[config.mk]
export PLATFORM = sky130hd
export DESIGN_NAME = wpart_cache
export DESIGN_NICKNAME = d
export VERILOG_FILES = /design/src/rtl/wpart_pkg.sv /design/src/rtl/wpart_tag_match.sv /design/src/rtl/wpart_victim_pick.sv /design/src/rtl/wpart_scrub_walk.sv /design/src/rtl/wpart_cache.sv
export SDC_FILE = /design/constraint.sdc
export NUM_CORES = 2
export LEC_CHECK = 0
export ABC_AREA = 1
export CAP_MARGIN = 20
export CELL_PAD_IN_SITES_DETAIL_PLACEMENT = 1
export CELL_PAD_IN_SITES_GLOBAL_PLACEMENT = 1
export CORE_MARGIN = 1.5
export CORE_UTILIZATION = 42
export CTS_CLUSTER_SIZE = 8
export DETAILED_ROUTE_END_ITERATION = 8
export DONT_BUFFER_PORTS = 1
export PLACE_DENSITY = 0.68
export SETUP_SLACK_MARGIN = 0.02
export SLEW_MARGIN = 20
export SYNTH_ARGS = -nofsm -noshare
export SYNTH_HDL_FRONTEND = slang
export SYNTH_SLANG_ARGS = --single-unit
[constraint.sdc]
create_clock -name clk -period 5.05 [get_ports clk]
set_input_delay 0.505 -clock clk [delete_from_list [all_inputs] [get_ports clk]]
set_output_delay 0.505 -clock clk [all_outputs]
set_load 0.03 [all_outputs]
[src/rtl/wpart_pkg.sv]
package wpart_pkg;
    localparam int ADDR_W = 32;
    localparam int OFF_W  = 4;
    localparam int IDX_W  = 3;
    localparam int WAYS   = 4;
    localparam int ID_W   = 2;
    localparam int DATA_W = 32;

    localparam int SETS   = 1 << IDX_W;
    localparam int TAG_W  = ADDR_W - IDX_W - OFF_W;
    localparam int LINE_W = ADDR_W - OFF_W;
    localparam int WAY_W  = $clog2(WAYS);

    typedef enum logic [1:0] {
        ST_IDLE,
        ST_LOOK,
        ST_FILL
    } ctl_state_e;

    typedef struct packed {
        logic [TAG_W-1:0] tag;
        logic [IDX_W-1:0] idx;
    } line_addr_t;

    typedef struct packed {
        logic             alloc;
        logic [WAY_W-1:0] way;
        logic [DATA_W-1:0] data;
    } fill_result_t;

    function automatic logic [WAY_W-1:0] way_after(input logic [WAY_W-1:0] w);
        return WAY_W'(int'(w) + 1);
    endfunction
endpackage

[src/rtl/wpart_tag_match.sv]
module wpart_tag_match
    import wpart_pkg::*;
(
    input  logic [WAYS-1:0]            way_en,
    input  logic [WAYS-1:0][ID_W-1:0]  way_owner,
    input  logic [ID_W-1:0]            id,
    input  logic [WAYS-1:0]            row_valid,
    input  logic [WAYS-1:0][TAG_W-1:0] row_tag,
    input  logic [TAG_W-1:0]           tag,
    output logic [WAYS-1:0]            owned,
    output logic                       hit,
    output logic [WAY_W-1:0]           hit_way
);
    logic [WAYS-1:0] match;

    for (genvar w = 0; w < WAYS; w++) begin : g_way
        assign owned[w] = way_en[w] && (way_owner[w] == id);
        assign match[w] = owned[w] && row_valid[w] && (row_tag[w] == tag);
    end

    always_comb begin
        hit_way = '0;
        for (int w = WAYS - 1; w >= 0; w--) begin
            if (match[w]) hit_way = WAY_W'(w);
        end
    end

    assign hit = |match;
endmodule

[src/rtl/wpart_victim_pick.sv]
module wpart_victim_pick
    import wpart_pkg::*;
(
    input  logic [WAYS-1:0]  mask,
    input  logic [WAY_W-1:0] start,
    output logic             any,
    output logic [WAY_W-1:0] victim
);
    always_comb begin
        victim = start;
        for (int k = WAYS - 1; k >= 0; k--) begin
            if (mask[WAY_W'(int'(start) + k)]) victim = WAY_W'(int'(start) + k);
        end
    end

    assign any = |mask;
endmodule

[src/rtl/wpart_scrub_walk.sv]
module wpart_scrub_walk
    import wpart_pkg::*;
(
    input  logic             clk,
    input  logic             rst,
    input  logic             start,
    input  logic [WAYS-1:0]  start_mask,
    output logic             active,
    output logic [IDX_W-1:0] set_idx,
    output logic [WAYS-1:0]  clear_mask,
    output logic             done
);
    always_ff @(posedge clk) begin
        if (rst) begin
            active     <= 1'b0;
            set_idx    <= '0;
            clear_mask <= '0;
        end else if (start) begin
            active     <= 1'b1;
            set_idx    <= '0;
            clear_mask <= start_mask;
        end else if (active) begin
            if (set_idx == IDX_W'(SETS - 1)) active <= 1'b0;
            else set_idx <= set_idx + 1'b1;
        end
    end

    assign done = active && (set_idx == IDX_W'(SETS - 1));
endmodule

[src/rtl/wpart_cache.sv]
module wpart_cache
    import wpart_pkg::*;
(
    input  logic              clk,
    input  logic              rst,
    input  logic              cfg_we,
    input  logic [WAYS-1:0]   cfg_way_en,
    input  logic [WAYS*ID_W-1:0] cfg_way_owner,
    input  logic              req_valid,
    output logic              req_ready,
    input  logic [ADDR_W-1:0] req_addr,
    input  logic [ID_W-1:0]   req_id,
    output logic              lkp_valid,
    output logic              lkp_hit,
    output logic [WAY_W-1:0]  lkp_way,
    output logic [DATA_W-1:0] lkp_data,
    output logic              refill_req,
    output logic [ADDR_W-1:0] refill_addr,
    input  logic              refill_valid,
    input  logic [DATA_W-1:0] refill_data,
    output logic              fill_done,
    output logic              fill_alloc,
    output logic [WAY_W-1:0]  fill_way,
    output logic [DATA_W-1:0] fill_data,
    output logic              busy,
    output logic              scrub_done
);
    ctl_state_e st_q;

    logic [WAYS-1:0]           en_q;
    logic [WAYS-1:0][ID_W-1:0] own_q;
    line_addr_t                line_q;
    logic [ID_W-1:0]           id_q;

    logic [WAYS-1:0]             vld_q [SETS];
    logic [WAYS-1:0][TAG_W-1:0]  tag_q [SETS];
    logic [WAYS-1:0][DATA_W-1:0] dat_q [SETS];
    logic [WAY_W-1:0]            rr_q  [SETS];

    fill_result_t fres_q;
    logic         fdone_q;

    logic             scr_active;
    logic [IDX_W-1:0] scr_set;
    logic [WAYS-1:0]  scr_clear;
    logic             scr_start;
    logic [WAYS-1:0]  cfg_change;

    logic [WAYS-1:0]  owned;
    logic             hit;
    logic [WAY_W-1:0] hit_way;
    logic             vic_any;
    logic [WAY_W-1:0] vic_way;

    logic idle, cfg_take, accept, fill_take;
    logic unused_offset;

    assign unused_offset = ^req_addr[OFF_W-1:0];

    assign idle      = (st_q == ST_IDLE) && !scr_active;
    assign cfg_take  = cfg_we && idle;
    assign req_ready = idle && !cfg_we;
    assign accept    = req_valid && req_ready;
    assign fill_take = (st_q == ST_FILL) && refill_valid;

    for (genvar w = 0; w < WAYS; w++) begin : g_chg
        assign cfg_change[w] = (en_q[w] != cfg_way_en[w]) ||
                               (own_q[w] != cfg_way_owner[w*ID_W +: ID_W]);
    end
    assign scr_start = cfg_take && (|cfg_change);

    wpart_tag_match i_match (
        .way_en    (en_q),
        .way_owner (own_q),
        .id        (id_q),
        .row_valid (vld_q[line_q.idx]),
        .row_tag   (tag_q[line_q.idx]),
        .tag       (line_q.tag),
        .owned     (owned),
        .hit       (hit),
        .hit_way   (hit_way)
    );

    wpart_victim_pick i_victim (
        .mask   (owned),
        .start  (rr_q[line_q.idx]),
        .any    (vic_any),
        .victim (vic_way)
    );

    wpart_scrub_walk i_scrub (
        .clk        (clk),
        .rst        (rst),
        .start      (scr_start),
        .start_mask (cfg_change),
        .active     (scr_active),
        .set_idx    (scr_set),
        .clear_mask (scr_clear),
        .done       (scrub_done)
    );

    // control and configuration
    always_ff @(posedge clk) begin
        if (rst) begin
            st_q    <= ST_IDLE;
            en_q    <= '1;
            own_q   <= '0;
            line_q  <= '0;
            id_q    <= '0;
            fdone_q <= 1'b0;
            fres_q  <= '0;
        end else begin
            fdone_q <= 1'b0;
            if (cfg_take) begin
                en_q <= cfg_way_en;
                for (int w = 0; w < WAYS; w++) begin
                    own_q[w] <= cfg_way_owner[w*ID_W +: ID_W];
                end
            end
            case (st_q)
                ST_IDLE: begin
                    if (accept) begin
                        line_q <= line_addr_t'(req_addr[ADDR_W-1:OFF_W]);
                        id_q   <= req_id;
                        st_q   <= ST_LOOK;
                    end
                end
                ST_LOOK: st_q <= hit ? ST_IDLE : ST_FILL;
                ST_FILL: begin
                    if (refill_valid) begin
                        fdone_q      <= 1'b1;
                        fres_q.alloc <= vic_any;
                        fres_q.way   <= vic_way;
                        fres_q.data  <= refill_data;
                        st_q         <= ST_IDLE;
                    end
                end
                default: st_q <= ST_IDLE;
            endcase
        end
    end

    // valid bits and replacement pointers
    always_ff @(posedge clk) begin
        if (rst) begin
            for (int s = 0; s < SETS; s++) begin
                vld_q[s] <= '0;
                rr_q[s]  <= '0;
            end
        end else if (scr_active) begin
            vld_q[scr_set] <= vld_q[scr_set] & ~scr_clear;
        end else if (fill_take && vic_any) begin
            vld_q[line_q.idx][vic_way] <= 1'b1;
            rr_q[line_q.idx]           <= way_after(vic_way);
        end
    end

    // tag and data storage
    always_ff @(posedge clk) begin
        if (fill_take && vic_any) begin
            tag_q[line_q.idx][vic_way] <= line_q.tag;
            dat_q[line_q.idx][vic_way] <= refill_data;
        end
    end

    assign lkp_valid   = (st_q == ST_LOOK);
    assign lkp_hit     = lkp_valid && hit;
    assign lkp_way     = hit ? hit_way : '0;
    assign lkp_data    = lkp_hit ? dat_q[line_q.idx][hit_way] : '0;
    assign refill_req  = (st_q == ST_FILL);
    assign refill_addr = {line_q, {OFF_W{1'b0}}};
    assign fill_done   = fdone_q;
    assign fill_alloc  = fres_q.alloc;
    assign fill_way    = fres_q.way;
    assign fill_data   = fres_q.data;
    assign busy        = scr_active;
endmodule

After elaboration in Yosys (flattened, before gate mapping)
Memories as Yosys holds them, arrays and structs flattened. A register that Yosys moved wholly into a read port is not among the register bits.
Index checks and enable logic that the tools add are counted.
{ "word_totals": {"output_inout_bits": 108, "in_bits": 83, "word_cells": 167, "mem_bits_rw": 1872, "n_memories": 4, "ff_bits": 88} }
{ "classes": {"order_cmp": 7, "add_sub_neg": 5, "mux": 69, "reduce_logical": 41, "bitwise": 4, "eq_ne": 21} }
{ "mem_list": {"columns": ["name", "words", "width", "read_ports", "rd_clocked_by_memory_dff", "write_ports", "line", "rtl"], "rows": [
  ["dat_q", 8, 128, 1, 1, 1, "wpart_cache.sv:37", "logic [WAYS-1:0][DATA_W-1:0] dat_q [SETS];"],
  ["tag_q", 8, 100, 1, 1, 1, "wpart_cache.sv:36", "logic [WAYS-1:0][TAG_W-1:0] tag_q [SETS];"],
  ["vld_q", 8, 4, 2, 2, 8, "wpart_cache.sv:35", "logic [WAYS-1:0] vld_q [SETS];"],
  ["rr_q", 8, 2, 1, 1, 8, "wpart_cache.sv:38", "logic [WAY_W-1:0] rr_q [SETS];"]
]} }
{ "ops": {"columns": ["operator", "n"], "rows": [
  ["2-to-1 mux 128 bit", 1],
  ["equality test 25 bit", 4],
  ["2-to-1 mux 100 bit", 1],
  ["2-to-1 mux 32 bit", 3],
  ["binary-select mux 32 bit (select 2 bit)", 1],
  ["demux 32 bit (select 2 bit)", 1],
  ["demux 25 bit (select 2 bit)", 1],
  ["2-to-1 mux 3 bit", 13],
  ["2-to-1 mux 2 bit", 13],
  ["2-to-1 mux 25 bit", 1],
  ["2-to-1 mux 1 bit", 24],
  ["logical AND 1 bit", 22],
  ["OR reduction 4 bit", 5],
  ["< comparator 2 x 4 -> 1 bit (second input constant)", 4],
  ["2-to-1 mux 4 bit", 4],
  ["binary-select mux 1 bit (select 2 bit)", 4],
  ["equality test 2 bit", 4],
  ["inequality test 2 bit", 4],
  ["AND reduction 2 bit", 4],
  ["< comparator 2 x 3 -> 1 bit (second input constant)", 2],
  ["one-hot mux 2 bit (3 select lines)", 1],
  ["OR reduction 2 bit", 3],
  ["adder 2 x 1 -> 2 bit (second input constant)", 2],
  ["adder 2 bit (second input constant)", 2],
  ["15 further kinds", 23]
]} }

Depth between registers and ports, before layout
{ "depth": {"word_depth": 16, "mapped_depth": 27, "mapped_depth_nobuf": 24} }

Cells and area by module
A second synthesis with hierarchy kept.
{ "unflattened": {"hier_cells": 6890, "hier_area_um2": 80120.6} }
{ "by_module_without_submodules": {"columns": ["module", "seq_area_each_um2", "instances", "cells_each", "area_each_um2"], "rows": [
  ["wpart_cache", 57875.5, 1, 6359, 77694.5],
  ["wpart_tag_match", 0.0, 1, 436, 1875.5],
  ["wpart_scrub_walk", 160.2, 1, 45, 332.8],
  ["wpart_victim_pick", 0.0, 1, 50, 217.7]
]} }

Worst setup path after synthesis
OpenSTA, ideal clock, no wires.
{ "synth_timing": {"kind": "reg-to-reg", "start": "reg with a tool-made name", "end": "mem dat_q[0][32] (netlist bit), enable pin", "stages_incl_launch_ff": 20, "required_ns": 4.578, "slack_ns": -0.366, "path_buffers": 2, "setup_ns": 0.472, "t_arrival_ns": 4.944, "synth_period_minus_slack_ns": 5.416, "cell_sequence": "dfxtp_1 inv_2 buf_2 clkbuf_1 o21ai_0 o21ai_0 inv_1 o21ai_2 xor2_1 inv_1 nand2_1 o21ai_0 o21bai_1 nand2_1 nand2_1 nand2_1 inv_2 ha_1 nand2_1 nor2_1"} }
{ "synth_lines": {"columns": ["element", "line"], "rows": [
  ["to (decl)", "wpart_cache.sv:37"]
]} }

==> metrics.md <==
| Metric | Value |
|---|---|
| Status | `finished with violations` |
| Critical path class | `flop to output pin` |
| Hold WC Path Type | `input pin to flop` |
| Gr usage total | `0.2836` |
| Via count | `58,780` |
| Post-synth EDFFs | `1,872` |
| P_sw | `between 9000 and 10,000 uW` |
| Crit path DAT | `around 4600 ps` |
| Global-route met1 utilization | `0.3674` |
| Post-synthesis cell area | `~80,000 sq um` |
| Largest cells by area after synthesis | `edfxtp_1 (70%), o21ai_0 (6.1%), nor2_1 (5.7%)` |
| Rows | `160` |
| Drt total wl | `between 200,000 and 300,000 microns` |
| Antenna violations before repair | `6` |
| DR vias/cell | `5.941` |
| Kind of end point of the critical path | `output pin` |
| CTS HTree Levels | `5` |
| Fraction of layout cells with a size suffix above 1 | `0.1338` |
| Multi-input logic area | `between 20,000 and 25,000 sq um` |
| Endpoints failing setup | `17` |
| Final setup margin | `-97.82 ps` |
| Largest net degree at the start of global routing | `220` |
| Post-DP HPWL | `roughly 150,000 microns` |
| Number of global-route vias before repair | `roughly 60,000` |
| GR peak layer | `met2` |
| Failing checks | `setup timing` |
| Top-count cell post-synth | `edfxtp_1` |
| First-pass GRT wire length | `roughly 400,000 microns` |
| Slew headroom | `0.1122` |
| Largest area contributor in the netlist | `edfxtp_1` |
| TritonCTS buffer count | `between 200 and 300` |
| CTS root buf | `clkbuf_16` |
| Die Y | `between 400 and 500 microns` |
| Clock power share | `0.450` |
| Pint | `between 20,000 and 30,000 uW` |
| TritonCTS clock tree | `done` |
| Register area share after synthesis | `0.7238` |
| # fillers | `~19,000` |
| Synth warn | `0` |
| Static Leakage | `0.03469 uW` |
| Iter 0 DRT Violations | `6,561` |
| CTS Sinks | `slightly below 2,000` |
| TritonRoute pass-1 iters | `6` |
| FF+latch area | `around 58,000 sq um` |
| Final #Nets | `between 7,000 and 8,000` |
| Post-Syn Instances | `between 6,000 and 7,000` |
| Grt ovf | `0` |
| Core Area | `between 150,000 and 200,000 sq um` |
| DR WL/cell | `about 29 microns` |
| Tmin final | `5148 ps` |
| Critical Path RT | `4550 ps` |
| Crit Path Max Fanout | `6` |
| Yosys cell types | `35` |
| Met2 Usage GRT | `0.4745` |
| ANT nets after route | `0` |
| Final period util | `1.019` |
| CP Launch Type | `flop` |
| Port Buf Inserts | `0` |
| I/O pin count | `191` |
| GPL Wtd Cong | `0.8195` |
| RSZ-0062 raised after global routing | `yes` |
| Clk buf depth | `4` |
| Actual slew at the worst max-slew pin | `about 1300 ps` |
| Worst Skew | `a little over 50 ps` |
| Worst-path clk slew | `about 60 ps` |
| Met3 track demand over resource | `0.04091` |
| Worst vdd ir | `approximately 0.38 mV` |
| Clock Latency Late Sink | `910 ps` |
| Max Clk Rate | `about 190 MHz` |
| Die W | `440.2 microns` |
| Total of max-cap violations | `0` |
| Sequential Power Share | `0.458` |
| Switching part of the total | `0.2428` |
| Fin. max-slew vios | `0` |
| Power density cells | `between 400 and 500 nW/um^2` |
| TNS Setup | `-580.5 ps` |
| Top FF cell, synth | `edfxtp_1` |
| Die ar. | `a little under 200,000 sq um` |
| Fin Hold WS | `68.37 ps` |
| Fin. Hold Viols | `0` |
| Yosys reg bits | `1,966` |
| Top-area cell type share of the netlist area | `0.7003` |
| Post-synth top cells | `edfxtp_1 (1,872), nor2_1 (1,228), nand2_1 (1,013)` |
| Comb pwr share | `0.092` |
| Area delta synth->final | `21.64%` |
| Ys async rst share | `0` |
| Initial Util | `0.4225` |
| Syn Area/Cell | `around 12 sq um` |
| Drt drc | `0` |
| Final total power | `between 30,000 and 40,000 uW` |
## metal layers
metal  part of all wire  wire length [microns]  vias up
li1                   -                      -    25250
met1               0.40                 113500    30270
met2               0.49                 139000     2602
met3              0.068                  19500      655
met4              0.050                  14170        2
met5           0.000056                     16        -
## layout by cell type (no fill, tap or decap), types with 78 or more instances in the layout
master and instances:
o21ai_0 966, nand2_1 960, buf_12 113, o221ai_1 133, o22ai_1 134, buf_4 180, a21oi_1 78, inv_1 293
clkbuf_16 327, nand3_1 415, clkbuf_1 101, edfxtp_1 1872, nor2_1 1161
## area by class of cell
class,count,area share
Antenna cell,4,0.0001025
Clock buffer,404,0.08154
Clock inverter,9,0.001243
Inverter,305,0.01235
Multi-Input combinational cell,4203,0.2089
Sequential cell,1966,0.5953
Tap cell,2511,0.03218
Timing Repair Buffer,488,0.06790
Timing Repair inverter,3,0.0004485
## cells by family after synthesis
| kind of cell | after synthesis | share of synthesized area |
|---|---|---|
| AOI/OAI and AO/OA | 1427 | 0.09864 |
| xor gates and xnor gates | 16 | 0.001746 |
| adders and majority gates | 6 | 0.0009352 |
| buffers and inverters | 735 | 0.03744 |
| DFF | 1966 | 0.7238 |
| other | 1 | 0.00004672 |
| and+or+nand+nor | 2750 | 0.1374 |
## final timing paths
check | startpoint | to | slack [ps] | cells past startpoint
max | flop | lkp_data[19] | -100 | 24
min | cfg_way_owner[5] | i_scrub.clear_mask[3] | 70 | 4
max reg2reg | flop | vld_q[7][2] | 260 | 24
min reg2reg | en_q[1] | en_q[1] | 500 | 2
## flip-flops by register name, summed over array words and instances, names as in the netlist, 8 cells and up, named ones only
name / flops
own_q: 8
refill_addr: 28
vld_q: 32
tag_q: 800
fill_data: 32
rr_q: 16
dat_q: 1024
## repair_timing
action                                  CTS  global route
setup endpoints to repair                34           830
hold buffers                            106             0
pin swaps                                 9            61
cloned                                   23            25
buffers inserted                         22            32
resized for setup                       107           266
endpoints found under the hold margin  1106             0
## power groups by stage
stage               Clock, uW  Sequential [uW]  Combinational (uW)
floorplan                   0            18500                1700
global placement            0            18400                2770
detailed placement          0            18400                2860
CTS                     18000            18100                3330
global route            18500            18100                3870
finish                  17800            18100                3620
## worst max-delay path: stages, from the launching register on
cell and delay (ps):
dfxtp_4 370, buf_12 150, buf_12 150, clkbuf_16 180, buf_12 140, nor2_1 100
nor2_1 50, o21ai_0 140, nand3_2 180, nand3_2 110, nand2_2 80, nor2_4 160
nand3_2 130, nor2_1 130, buf_4 180, nand2_8 80, o21ai_4 120, inv_2 100
nor2_4 150, buf_12 150, buf_12 160, nand3_1 130, a21oi_2 230, buf_4 170
buf_6 130
## stage by stage
stage | instance area, sq um | setup WS [ps] | instances | utilization
4_1_cts | 95760 | -5.087 | 9835 | 0.5040
2_1_floorplan | 80280 | -366.4 | 6904 | -
3_3_place_gp | 85050 | 402.0 | 9271 | 0.4477
6_report | 97640 | -97.82 | 9893 | 0.5139
5_1_grt | 97630 | -153.0 | 9891 | 0.5139
3_5_place_dp | 85050 | 300.6 | 9271 | 0.4477
Note: power is estimated with default switching activity, not from simulation.
